## config.mk

```make
export PLATFORM = sky130hd
export DESIGN_NAME = hamming_page_ecc
export DESIGN_NICKNAME = d
export VERILOG_FILES = /design/src/rtl/hecc_pkg.sv /design/src/rtl/hecc_col_par.sv /design/src/rtl/hecc_beat_ctr.sv /design/src/rtl/hecc_accum.sv /design/src/rtl/hecc_pack.sv /design/src/rtl/hamming_page_ecc.sv
export SDC_FILE = /design/constraint.sdc
export NUM_CORES = 1
export LEC_CHECK = 0
export BUFFER_PORTS_ARGS = -buffer_cell sky130_fd_sc_hd__buf_2
export CAP_MARGIN = 20
export CORE_ASPECT_RATIO = 0.9
export CORE_UTILIZATION = 35
export CTS_CLUSTER_DIAMETER = 50
export DETAILED_ROUTE_END_ITERATION = 10
export PLACE_DENSITY_LB_ADDON = 0.12
export SKIP_CTS_REPAIR_TIMING = 1
export SYNTH_ARGS = -nofsm -noshare
export SYNTH_HDL_FRONTEND = slang
export SYNTH_HIERARCHICAL = 1
export SYNTH_SLANG_ARGS = --single-unit
```

## constraint.sdc

```tcl
create_clock -name clk -period 2.63 [get_ports clk]
set_clock_uncertainty 0.15 [all_clocks]
set_input_delay 0.263 -clock clk [delete_from_list [all_inputs] [get_ports clk]]
set_output_delay 0.263 -clock clk [all_outputs]
set_load 0.03 [all_outputs]
```

## src/rtl/hecc_pkg.sv

```systemverilog
package hecc_pkg;
   localparam int unsigned BYTE_W     = 8;
   localparam int unsigned CODE_BYTES = 3;
   localparam logic [BYTE_W-1:0] CODE_IDLE = '1;
   typedef logic [BYTE_W-1:0] code_byte_t;
endpackage

```

## src/rtl/hecc_col_par.sv

```systemverilog
module hecc_col_par #(
   parameter int unsigned DATA_W = 8,
   parameter int unsigned CP_W   = 2 * $clog2(DATA_W)
) (
   input  logic [DATA_W-1:0] data_i,
   output logic [CP_W-1:0]   cp_o,
   output logic              odd_o
);
   localparam int unsigned SEL_W = $clog2(DATA_W);

   if ((1 << SEL_W) != DATA_W || DATA_W < 2) begin : g_bad_width
      $error("hecc_col_par: DATA_W must be a power of two");
   end
   if (CP_W != 2 * SEL_W) begin : g_bad_cp
      $error("hecc_col_par: CP_W must be twice log2(DATA_W)");
   end

   // mask of bit positions whose address bit k is one
   function automatic logic [DATA_W-1:0] hi_mask(input int k);
      logic [DATA_W-1:0] m;
      for (int b = 0; b < DATA_W; b++) m[b] = ((b >> k) & 1) == 1;
      return m;
   endfunction

   for (genvar k = 0; k < SEL_W; k++) begin : g_pair
      localparam logic [DATA_W-1:0] HI = hi_mask(k);
      assign cp_o[2*k]   = ^(data_i & ~HI);
      assign cp_o[2*k+1] = ^(data_i & HI);
   end

   assign odd_o = ^data_i;
endmodule

```

## src/rtl/hecc_beat_ctr.sv

```systemverilog
module hecc_beat_ctr #(
   parameter int unsigned BLOCK_BYTES = 256,
   parameter int unsigned IDX_W       = $clog2(BLOCK_BYTES)
) (
   input  logic             clk,
   input  logic             rst_n,
   input  logic             start_i,
   input  logic             vld_i,
   output logic [IDX_W-1:0] idx_o,
   output logic             last_o
);
   localparam logic [IDX_W-1:0] LAST_IDX = IDX_W'(BLOCK_BYTES - 1);

   if ((1 << IDX_W) != BLOCK_BYTES) begin : g_bad_block
      $error("hecc_beat_ctr: BLOCK_BYTES must equal 2**IDX_W");
   end

   logic [IDX_W-1:0] idx_q;

   // index of the byte on the bus this cycle
   assign idx_o  = start_i ? '0 : idx_q;
   assign last_o = vld_i && (idx_o == LAST_IDX);

   always_ff @(posedge clk or negedge rst_n) begin
      if (!rst_n)      idx_q <= '0;
      else if (vld_i)  idx_q <= idx_o + 1'b1;
      else if (start_i) idx_q <= '0;
   end

   p_idle_hold_r3: assert property (@(posedge clk) disable iff (!rst_n)
      (!start_i && !vld_i) |=> $stable(idx_q));
   p_restart_r2: assert property (@(posedge clk) disable iff (!rst_n)
      (start_i && !vld_i) |=> (idx_q == '0));
   p_restart_beat_r2: assert property (@(posedge clk) disable iff (!rst_n)
      (start_i && vld_i) |=> (idx_q == IDX_W'(1)));
   p_wrap_r8: assert property (@(posedge clk) disable iff (!rst_n)
      last_o |=> (idx_q == '0));
endmodule

```

## src/rtl/hecc_accum.sv

```systemverilog
module hecc_accum #(
   parameter int unsigned CP_W   = 6,
   parameter int unsigned IDX_W  = 8,
   parameter bit          KEEP_B = 1'b0
) (
   input  logic             clk,
   input  logic             rst_n,
   input  logic             clr_i,
   input  logic             beat_i,
   input  logic             last_i,
   input  logic [IDX_W-1:0] idx_i,
   input  logic [CP_W-1:0]  cp_i,
   input  logic             odd_i,
   output logic [CP_W-1:0]  fin_cp_o,
   output logic [IDX_W-1:0] fin_a_o,
   output logic [IDX_W-1:0] fin_b_o
);
   logic [CP_W-1:0]  cp_q;
   logic [IDX_W-1:0] a_q;
   logic             hit;
   logic             wipe;

   assign hit  = beat_i && odd_i;
   assign wipe = beat_i && last_i;

   // running totals including this beat; the packer loads them on the last beat
   always_comb begin
      fin_cp_o = (clr_i ? '0 : cp_q) ^ (beat_i ? cp_i : '0);
      fin_a_o  = (clr_i ? '0 : a_q) ^ (hit ? idx_i : '0);
   end

   always_ff @(posedge clk or negedge rst_n) begin
      if (!rst_n) begin
         cp_q <= '0;
         a_q  <= '0;
      end else if (wipe) begin
         cp_q <= '0;
         a_q  <= '0;
      end else begin
         cp_q <= fin_cp_o;
         a_q  <= fin_a_o;
      end
   end

   if (KEEP_B) begin : g_b_reg
      logic [IDX_W-1:0] b_q;
      assign fin_b_o = (clr_i ? '0 : b_q) ^ (hit ? ~idx_i : '0);
      always_ff @(posedge clk or negedge rst_n) begin
         if (!rst_n)    b_q <= '0;
         else if (wipe) b_q <= '0;
         else           b_q <= fin_b_o;
      end
   end else begin : g_b_derived
      // complement word = index word xor (odd-byte count parity replicated)
      logic p_q;
      logic p_sum;
      assign p_sum   = (clr_i ? 1'b0 : p_q) ^ hit;
      assign fin_b_o = fin_a_o ^ {IDX_W{p_sum}};
      always_ff @(posedge clk or negedge rst_n) begin
         if (!rst_n)    p_q <= 1'b0;
         else if (wipe) p_q <= 1'b0;
         else           p_q <= p_sum;
      end
   end

   p_clear_after_last_r8: assert property (@(posedge clk) disable iff (!rst_n)
      wipe |=> (cp_q == '0 && a_q == '0));
   p_idle_keep_r3: assert property (@(posedge clk) disable iff (!rst_n)
      (!beat_i && !clr_i) |=> ($stable(cp_q) && $stable(a_q)));
endmodule

```

## src/rtl/hecc_pack.sv

```systemverilog
module hecc_pack #(
   parameter int unsigned CP_W   = 6,
   parameter int unsigned IDX_W  = 8,
   parameter int unsigned BYTE_W = 8
) (
   input  logic              clk,
   input  logic              rst_n,
   input  logic              load_i,
   input  logic              swap_i,
   input  logic [CP_W-1:0]   cp_i,
   input  logic [IDX_W-1:0]  a_i,
   input  logic [IDX_W-1:0]  b_i,
   output logic [BYTE_W-1:0] ecc0_o,
   output logic [BYTE_W-1:0] ecc1_o,
   output logic [BYTE_W-1:0] ecc2_o,
   output logic              done_o
);
   localparam int unsigned PAD_W = BYTE_W - CP_W;

   if (IDX_W != BYTE_W) begin : g_bad_idx
      $error("hecc_pack: index width must equal code byte width");
   end
   if (CP_W >= BYTE_W) begin : g_bad_pad
      $error("hecc_pack: column parity must leave room for padding");
   end

   logic [2*IDX_W-1:0] line_w;
   logic [BYTE_W-1:0]  word_x, word_y, word_c;

   for (genvar j = 0; j < IDX_W; j++) begin : g_ilv
      assign line_w[2*j+1] = a_i[j];
      assign line_w[2*j]   = b_i[j];
   end

   assign word_x = ~line_w[2*IDX_W-1:IDX_W];
   assign word_y = ~line_w[IDX_W-1:0];
   assign word_c = {~cp_i, {PAD_W{1'b1}}};

   always_ff @(posedge clk or negedge rst_n) begin
      if (!rst_n) begin
         ecc0_o <= '1;
         ecc1_o <= '1;
         ecc2_o <= '1;
         done_o <= 1'b0;
      end else begin
         done_o <= load_i;
         if (load_i) begin
            ecc0_o <= swap_i ? word_y : word_x;
            ecc1_o <= swap_i ? word_x : word_y;
            ecc2_o <= word_c;
         end
      end
   end

   p_done_follows_last_r4: assert property (@(posedge clk) disable iff (!rst_n)
      load_i |=> done_o);
   p_done_only_after_last_r4: assert property (@(posedge clk) disable iff (!rst_n)
      !load_i |=> !done_o);
   p_code_hold_r9: assert property (@(posedge clk) disable iff (!rst_n)
      !load_i |=> ($stable(ecc0_o) && $stable(ecc1_o) && $stable(ecc2_o)));
   p_pad_ones_r5: assert property (@(posedge clk) disable iff (!rst_n)
      done_o |-> (ecc2_o[PAD_W-1:0] == '1));
endmodule

```

## src/rtl/hamming_page_ecc.sv

```systemverilog
module hamming_page_ecc
   import hecc_pkg::*;
#(
   parameter int unsigned BLOCK_BYTES = 256,
   parameter bit          KEEP_B      = 1'b0
) (
   input  logic              clk,
   input  logic              rst_n,
   input  logic              start_i,
   input  logic              byte_vld_i,
   input  logic [BYTE_W-1:0] byte_i,
   input  logic              swap_i,
   output logic [BYTE_W-1:0] ecc0_o,
   output logic [BYTE_W-1:0] ecc1_o,
   output logic [BYTE_W-1:0] ecc2_o,
   output logic              done_o
);
   localparam int unsigned IDX_W = $clog2(BLOCK_BYTES);
   localparam int unsigned CP_W  = 2 * $clog2(BYTE_W);

   if (IDX_W != BYTE_W) begin : g_bad_layout
      $error("hamming_page_ecc: line parity layout needs 2**BYTE_W bytes");
   end
   if (CODE_BYTES != 3) begin : g_bad_code
      $error("hamming_page_ecc: code must be three bytes");
   end

   logic [IDX_W-1:0] idx;
   logic             last;
   logic [CP_W-1:0]  cp, fin_cp;
   logic             odd;
   logic [IDX_W-1:0] fin_a, fin_b;

   hecc_beat_ctr #(.BLOCK_BYTES(BLOCK_BYTES), .IDX_W(IDX_W)) u_ctr (
      .clk(clk), .rst_n(rst_n), .start_i(start_i), .vld_i(byte_vld_i),
      .idx_o(idx), .last_o(last)
   );

   hecc_col_par #(.DATA_W(BYTE_W), .CP_W(CP_W)) u_cpar (
      .data_i(byte_i), .cp_o(cp), .odd_o(odd)
   );

   hecc_accum #(.CP_W(CP_W), .IDX_W(IDX_W), .KEEP_B(KEEP_B)) u_acc (
      .clk(clk), .rst_n(rst_n), .clr_i(start_i), .beat_i(byte_vld_i),
      .last_i(last), .idx_i(idx), .cp_i(cp), .odd_i(odd),
      .fin_cp_o(fin_cp), .fin_a_o(fin_a), .fin_b_o(fin_b)
   );

   hecc_pack #(.CP_W(CP_W), .IDX_W(IDX_W), .BYTE_W(BYTE_W)) u_pack (
      .clk(clk), .rst_n(rst_n), .load_i(last), .swap_i(swap_i),
      .cp_i(fin_cp), .a_i(fin_a), .b_i(fin_b),
      .ecc0_o(ecc0_o), .ecc1_o(ecc1_o), .ecc2_o(ecc2_o), .done_o(done_o)
   );

   p_reset_idle_r1: assert property (@(posedge clk) disable iff (!rst_n)
      $rose(rst_n) |-> !done_o);
endmodule

```

==> impl_results.md, run 1 <==
* Outcome: completed
* Mapped Avg Cell Area at 10.61 um2
* Drt via density at 4.759
* Clk sinks at 46
* Layout area overhead at 14.33%
* CTS tree: built
* Max stage delay on crit path at between 200 and 300 ps
* Drt drc at 0
* Initial Util at 0.3639
* Wirelength per Cell at 13.90 um
* Multi-input gate area at 1602 um2
* Die area at 8801 um2
* Syn Inst Count at 278
* Number of global-route vias before repair at 1899
* Tmin final at 2153 ps
* Root buf cell: clkbuf_8
* Commonest cells after routing, fill and taps aside: buf_2 (35), xnor2_1 (26), dfrtp_1 (24)
* DRT met1 WL at 3087 um
* First-pass GRT wire length at 9798 um
* Total Wirelength at 5824 um
* Startpoint types: input port
* Clk_lat worst skew at 310 ps
* CTS buffer count at 5
* Remaining antenna violation count at 0
* # diodes at 0
* Max FO, Critical Path at 9
* 1st-iter DRT viols at 62
* Power per cell area at ~550 nW/um2
* Initial antenna violation count at 0
* Vias post-DR at 1994
* Share of cells above drive strength 1 at 0.3844
* Area post-placement at 3253 um2
* Max H-tree Level at 2
* Synth top area cells: dfrtp_1 (20%), dfstp_2 (20%), xnor2_1 (7.7%)
* Arrival time worst endpoint at 2240 ps
* Post-synthesis register bit count at 46
* Slowest CP cell: nand2_1
* Syn Std Cell Area at around 3000 um2
* Most common cell after layout, fill and taps aside: buf_2
* Total Neg Setup Slack at 0 ps
* Die height at 89.10 um
* Crit path capture type: flip-flop
* Yosys top cell by area: dfrtp_1
* Nets@finish at 332
* Top Layer Used: met4
* Final hold vios at 0
* Cell variety after synth at 34
* GRT Total Usage at 0.1471
* Met2 routed WL at 2499 um
* I/O Buffers at 35
* Crit Path Class: input port to flip-flop
* RePlAce Congestion at 0.7734
* Slew headroom at 0.4050
* Worst Hold Path Cells at 2
* Die width at 98.78 um
* Storage cell area at 1179 um2
* RSZ-0062 raised after global routing: no
* Crit-path cells: buf_2 -> xnor2_1 -> xnor2_1 -> xor2_1 -> nand2_1 -> nor2_1 -> xor2_1 -> mux2i_1 -> mux2_2
* F_max at 464.4 MHz
* Tcrit/Tclk final at 0.8188
* Worst VDD drop at ~0.24 mV
* Max cap viols at 0
* 1st-pass router iterations at 4
* Worst R2R Path Depth at 5
* Clk pin slew, worst setup/hold paths at 90 ps
* Core area at 8107 um2
* Final hold slack at 154.9 ps
* # rows at 31
* Overflow after GRT at 0
* Top-area cell type share of the netlist area at 0.2036
* Setup Viol. Count Final at 0
* Layout fillers at 758
* YS warnings at 6
* Met3 Routed Length at 141 um
* Largest net degree at the start of global routing at 39
* Ports at 38
* Post-DP HPWL at 4184 um
* Final instance area at 3373 um2
* CP required at ~2700 ps
* Pins Over Slew Limit at 0
* Pleak at 1.555 nW
* Hold Path Class: input port to flip-flop
* Seq/Total Area, Yosys at 0.3995
* Worst-margin pin slew at approximately 890 ps
* Clk buf depth at 2
[per-stage QoR]
step	instances	util	power, mW	setup WS (ps)
global route	419	0.4161	1.993	217.9
detailed placement	410	0.4013	1.367	158.1
floorplan	279	-	1.248	284.8
CTS	418	0.4149	1.893	483.6
finish	419	0.4161	1.869	476.6
global placement	410	0.4013	1.365	149.0
[layout make-up]
class | instances | area share
clock buffer | 8 | 0.03264
sequential | 46 | 0.3494
inverter | 17 | 0.01892
tap | 99 | 0.03672
multi-input combinational | 200 | 0.4748
timing repair buffer | 49 | 0.08754
[cells in the mapped netlist]
cell type,instances
nand4_2,1
dfrtp_1,24
buf_6,1
xnor2_1,26
buf_4,6
nand2b_1,4
inv_1,17
xor2_1,22
or3_1,1
a31o_1,1
buf_2,7
o22ai_1,11
and2_1,1
nand2b_4,4
mux2i_1,22
mux2_4,5
nand2_1,17
or2_1,1
o22ai_2,4
nand3b_1,2
nor3_1,3
o21ai_0,1
and3_2,1
nor2_1,19
xnor2_2,2
conb_1,1
mux2_2,19
buf_1,1
dfstp_2,22
a21oi_1,9
xor2_2,1
buf_12,1
a31o_2,7
nor2b_1,14
[layer usage]
metal	vias to the layer above	GRT usage
li1	1001	-
met1	957	0.2103
met2	28	0.2181
met3	8	0.03127
met4	0	0.05699
met5	-	0
[report_power, final]
part | switching [mW] | internal [mW]
combinational | 0.296 | 0.253
sequential | 0.0543 | 0.750
clock | 0.251 | 0.266
total | 0.601 | 1.27
[kinds of logic (layout without fill, tap and decap cells)]
| group | count (synthesis) | count (layout) | share of synthesized area |
|---|---|---|---|
| XOR/XNOR | 51 | 51 | 0.1590 |
| flip-flops | 46 | 46 | 0.3995 |
| AO/OA/AOI/OAI | 33 | 33 | 0.08100 |
| other | 1 | 2 | 0.001271 |
| multiplexers | 46 | 46 | 0.1726 |
| buffers and inverters | 33 | 74 | 0.06064 |
| AND/OR/NAND/NOR | 68 | 68 | 0.1260 |
[sequential cells by signal, summed over array words and instances (netlist names)]
| signal | cells |
|---|---|
| u_acc/a_q | 8 |
| u_acc/cp_q | 6 |
| u_acc/g_b_derived.p_q | 1 |
| u_ctr/idx_q | 8 |
| u_pack/done_o | 1 |
| u_pack/ecc0_o | 8 |
| u_pack/ecc1_o | 8 |
| u_pack/ecc2_o | 6 |
[final timing paths]
path,end,slack [ps],from
setup reg to reg,u_pack/ecc0_o[3]$_DFFE_PN1P_,630,u_ctr/idx_q[1]$_DFF_PN0_
min in group asynchronous,u_ctr/idx_q[5]$_DFF_PN0_,470,rst_n
setup / recovery,u_pack/ecc0_o[0]$_DFFE_PN1P_,480,byte_i[1]
max in group asynchronous,u_pack/ecc2_o[5]$_DFFE_PN1P_,1150,rst_n
hold / removal,u_acc/g_b_derived.p_q$_DFF_PN0_,150,byte_vld_i
hold reg to reg,u_pack/ecc2_o[2]$_DFFE_PN1P_,320,u_pack/ecc2_o[2]$_DFFE_PN1P_
[worst max-delay path: cells and delay by family]
family        cells  cell delay, ps
buf+inv           1             120
mux               2             410
simple gates      2             490
xor+xnor          4             970
Power figures use the tool's default switching activity.
==> run 2, diff against run 1 <==
--- a/config.mk
+++ b/config.mk
@@ -5,6 +5,7 @@
 export SDC_FILE = /design/constraint.sdc
 export NUM_CORES = 1
 export LEC_CHECK = 0
+export ABC_AREA = 1
 export BUFFER_PORTS_ARGS = -buffer_cell sky130_fd_sc_hd__buf_2
 export CAP_MARGIN = 20
 export CORE_ASPECT_RATIO = 0.9
==> constraint.sdc (replaced) <==
create_clock -name clk -period 2.2 [get_ports clk]
set_clock_uncertainty 0.15 [all_clocks]
set_input_delay 0.22 -clock clk [delete_from_list [all_inputs] [get_ports clk]]
set_output_delay 0.22 -clock clk [all_outputs]
set_load 0.03 [all_outputs]
==> run 2 against run 1 <==
  * Combinational power decreased by 36%
  * Wire length increased by 11%
  * Sequential cell count unchanged
  * Cell area decreased by 0.89%
  * Die area increased by 3.5%
  * Hold slack got worse by 48 ps
  * Area after synthesis increased by 3.6%
  * Via count increased by 26%
  * Critical path type is now flip-flop to flip-flop
  * Highest routed layer unchanged
==> impl_results.md, run 2 <==
* Outcome: completed
* Multi-input gate area at 1508 um2 (-5.9%)
* Die width at 100.5 um (+1.7%)
* Post-DP HPWL at 4682 um (+12%)
* Overflow after GRT at 0 (unchanged)
* Power per cell area at 531.0 nW/um2 (-4.1%)
* Largest net degree at the start of global routing at 47 (+21%)
* Arrival time worst endpoint at 1820 ps (-420 ps)
* Remaining antenna violation count at 0 (unchanged)
* Share of cells above drive strength 1 at 0.2538 (-0.1305)
* Syn Inst Count at 423 (+52%)
* Cell variety after synth at 30 (-12%)
* Mapped Avg Cell Area at 7.223 um2 (-32%)
* CP required at 2280 ps (-440 ps)
* Initial antenna violation count at 0 (unchanged)
* RSZ-0062 raised after global routing: no
* Clk_lat worst skew at 300 ps (about the same)
* Worst VDD drop at 0.2439 mV (+2.7%)
* Vias post-DR at 2513 (+26%)
* RePlAce Congestion at 0.7542 (-2.5%)
* Max cap viols at 0 (unchanged)
* Busiest grt layer: met2
* Storage cell area at 1179 um2 (unchanged)
* Nets@finish at 469 (+41%)
* Synth top area cells: nand2_1 (24%), dfrtp_1 (20%), dfstp_2 (19%)
* First-pass GRT wire length at 11520 um (+18%)
* Final hold vios at 0 (unchanged)
* YS warnings at 6 (unchanged)
* Tcrit/Tclk final at 0.7921
* Tot Pwr at 1.775 mW (-5.0%)
* Layout fillers at 878 (+16%)
* Total Neg Setup Slack at 0 ps (unchanged)
* Hold Path Class: input port to flip-flop
* Clk pin slew, worst setup/hold paths at 90 ps (about the same)
* Root buf cell: clkbuf_8
* Post-synth EDFFs at 0 (unchanged)
* Pleak at 1.751 nW (+13%)
* Wirelength per Cell at 11.31 um (-19%)
* F_max at 573.9 MHz
* Max FO, Critical Path at 28 (+19)
* Core area at 8262 um2 (+1.9%)
* Layout area overhead at 9.419%
* Main synth FF type: dfrtp_1
* Setup Viol. Count Final at 0 (unchanged)
* Yosys top cell by area: nand2_1
* Clk buf depth at 2 (unchanged)
* Top-area cell type share of the netlist area at 0.2359 (+0.03231)
* Slowest CP cell: dfrtp_1
* 1st-iter DRT viols at 107 (+73%)
* Most common cell after layout, fill and taps aside: nand2_1
* Initial Util at 0.3698 (+0.005887)
* Syn Std Cell Area at 3055 um2 (+3.6%)
* Die height at 90.64 um (+1.7%)
* Crit path capture type: flip-flop
* Async SR Flop Fraction at 1.000 (unchanged)
* Crit-path cells: nand4_4 -> nor2_8 -> nand3_1 -> inv_1 -> buf_4 -> inv_6 -> o21ai_0
* Top-count cell post-synth: nand2_1
* I/O Buffers at 35 (unchanged)
* # diodes at 0 (unchanged)
* GR Util met1 at 0.2193 (+0.008964)
* Pins Over Slew Limit at 0 (unchanged)
* Ports at 38 (unchanged)
* Startpoint types: flip-flop
* Met3 usage at 0.03328 (+0.002007)
* # rows at 31 (unchanged)
* Die area at 9108 um2 (+3.5%)
* GRT Total Usage at 0.1598 (+0.01264)
* 1st-pass router iterations at 4 (unchanged)
* Post-synthesis register bit count at 46 (unchanged)
* CTS tree: built
* Max stage delay on crit path at 420 ps (+130 ps)
* CTS buffer count at 5 (unchanged)
* Drt via density at 4.393 (-7.7%)
* Seq/Total Area, Yosys at 0.3857 (-0.01374)
* Max H-tree Level at 2 (unchanged)
* Clk sinks at 46 (unchanged)
* Tmin final at around 1700 ps
* Number of global-route vias before repair at 2484 (+31%)
* Commonest cells after routing, fill and taps aside: nand2_1 (192), inv_1 (39), buf_2 (35)
* Crit Path Class: flip-flop to flip-flop
* Most common library cells after synthesis: nand2_1 (192), inv_1 (39), nand3_1 (28), dfrtp_1 (24), nor2_1 (23)
* Total Wirelength at 6471 um (+11%)
* Global routing met2 resource utilization at 0.2529 (+0.03480)
* Drt drc at 0 (unchanged)
==> run 2: cell count changes after synthesis, moves of 8 or more <==
cell     previous run  this run
inv_1              17        39
nand2_1            17       192
xor2_1             22         6
nand3_1             0        28
xnor2_1            26         7
mux2i_1            22         0
a21oi_1             9         1
mux2_2             19         0
o22ai_1            11         0
nor2b_1            14         0
nand2_2             0        21
==> run 2: worst max-delay path, delay by kind of cell, from the launching register on <==
family	cells	cell delay (ps)
buffers and inverters	3	500
flip-flops	1	420
AND/OR/NAND/NOR	3	410
AO/OA/AOI/OAI	1	180
==> run 2: final timing paths <==
kind | start | to | slack [ps] | cells past startpoint
worst max-delay path | u_ctr/idx_q[0]$_DFF_PN0_ | u_pack/ecc2_o[7]$_DFFE_PN1P_ | 460 | 7
worst min-delay path | byte_vld_i | u_ctr/idx_q[0]$_DFF_PN0_ | 110 | 2
worst max register to register | u_ctr/idx_q[0]$_DFF_PN0_ | u_pack/ecc2_o[7]$_DFFE_PN1P_ | 460 | 7
worst min register to register | u_pack/ecc0_o[1]$_DFFE_PN1P_ | u_pack/ecc0_o[1]$_DFFE_PN1P_ | 320 | 2
max in group asynchronous | rst_n | u_pack/ecc2_o[5]$_DFFE_PN1P_ | 1330 | 3
min in group asynchronous | rst_n | u_ctr/idx_q[2]$_DFF_PN0_ | 270 | 3
==> run 2: power breakdown <==
| part | leakage [nW] | switching [mW] | internal [mW] | total [mW] |
|---|---|---|---|---|
| logic | 1.16 | 0.232 | 0.120 | 0.352 |
| registers | 0.548 | 0.0195 | 0.885 | 0.904 |
| clock network | 0.0428 | 0.293 | 0.226 | 0.519 |
| total | 1.75 | 0.544 | 1.23 | 1.78 |
==> run 2: per-stage QoR <==
stage | hold slack (ps) | setup WS, ps | cells | instance area [um2] | utilization
finish | 106.6 | 457.4 | 572 | 3343 | 0.4047
global route | 115.1 | 308.5 | 572 | 3343 | 0.4047
CTS | -250.0 | 439.6 | 571 | 3333 | 0.4035
detailed placement | 74.79 | 179.4 | 563 | 3251 | 0.3935
global placement | 78.31 | 233.6 | 563 | 3251 | 0.3935
floorplan | -225.6 | 443.8 | 424 | 3059 | -
==> run 2: area by class of cell <==
type / instances / area share
well taps: 115 / 0.04304
repair buffers: 40 / 0.06811
inverters: 49 / 0.06063
clock buffers: 7 / 0.02283
flip-flops and latches: 46 / 0.3525
clock inverters: 1 / 0.001871
multi-input cells: 314 / 0.4510
==> run 2: cell families (layout without fill, tap and decap cells) <==
family | after synthesis | count (layout) | share of synthesized area
XOR/XNOR | 15 | 15 | 0.04791
AND/OR/NAND/NOR | 287 | 287 | 0.4267
other | 1 | 2 | 0.001227
buffers and inverters | 64 | 97 | 0.1220
AO/OA/AOI/OAI | 10 | 10 | 0.01638
flip-flops | 46 | 46 | 0.3857
==> run 2: layer usage <==
metal | vias to the layer above | routed length [um]
li1 | 1316 | -
met1 | 1144 | 3304
met2 | 44 | 2880
met3 | 9 | 212
met4 | 0 | 73
met5 | - | 0
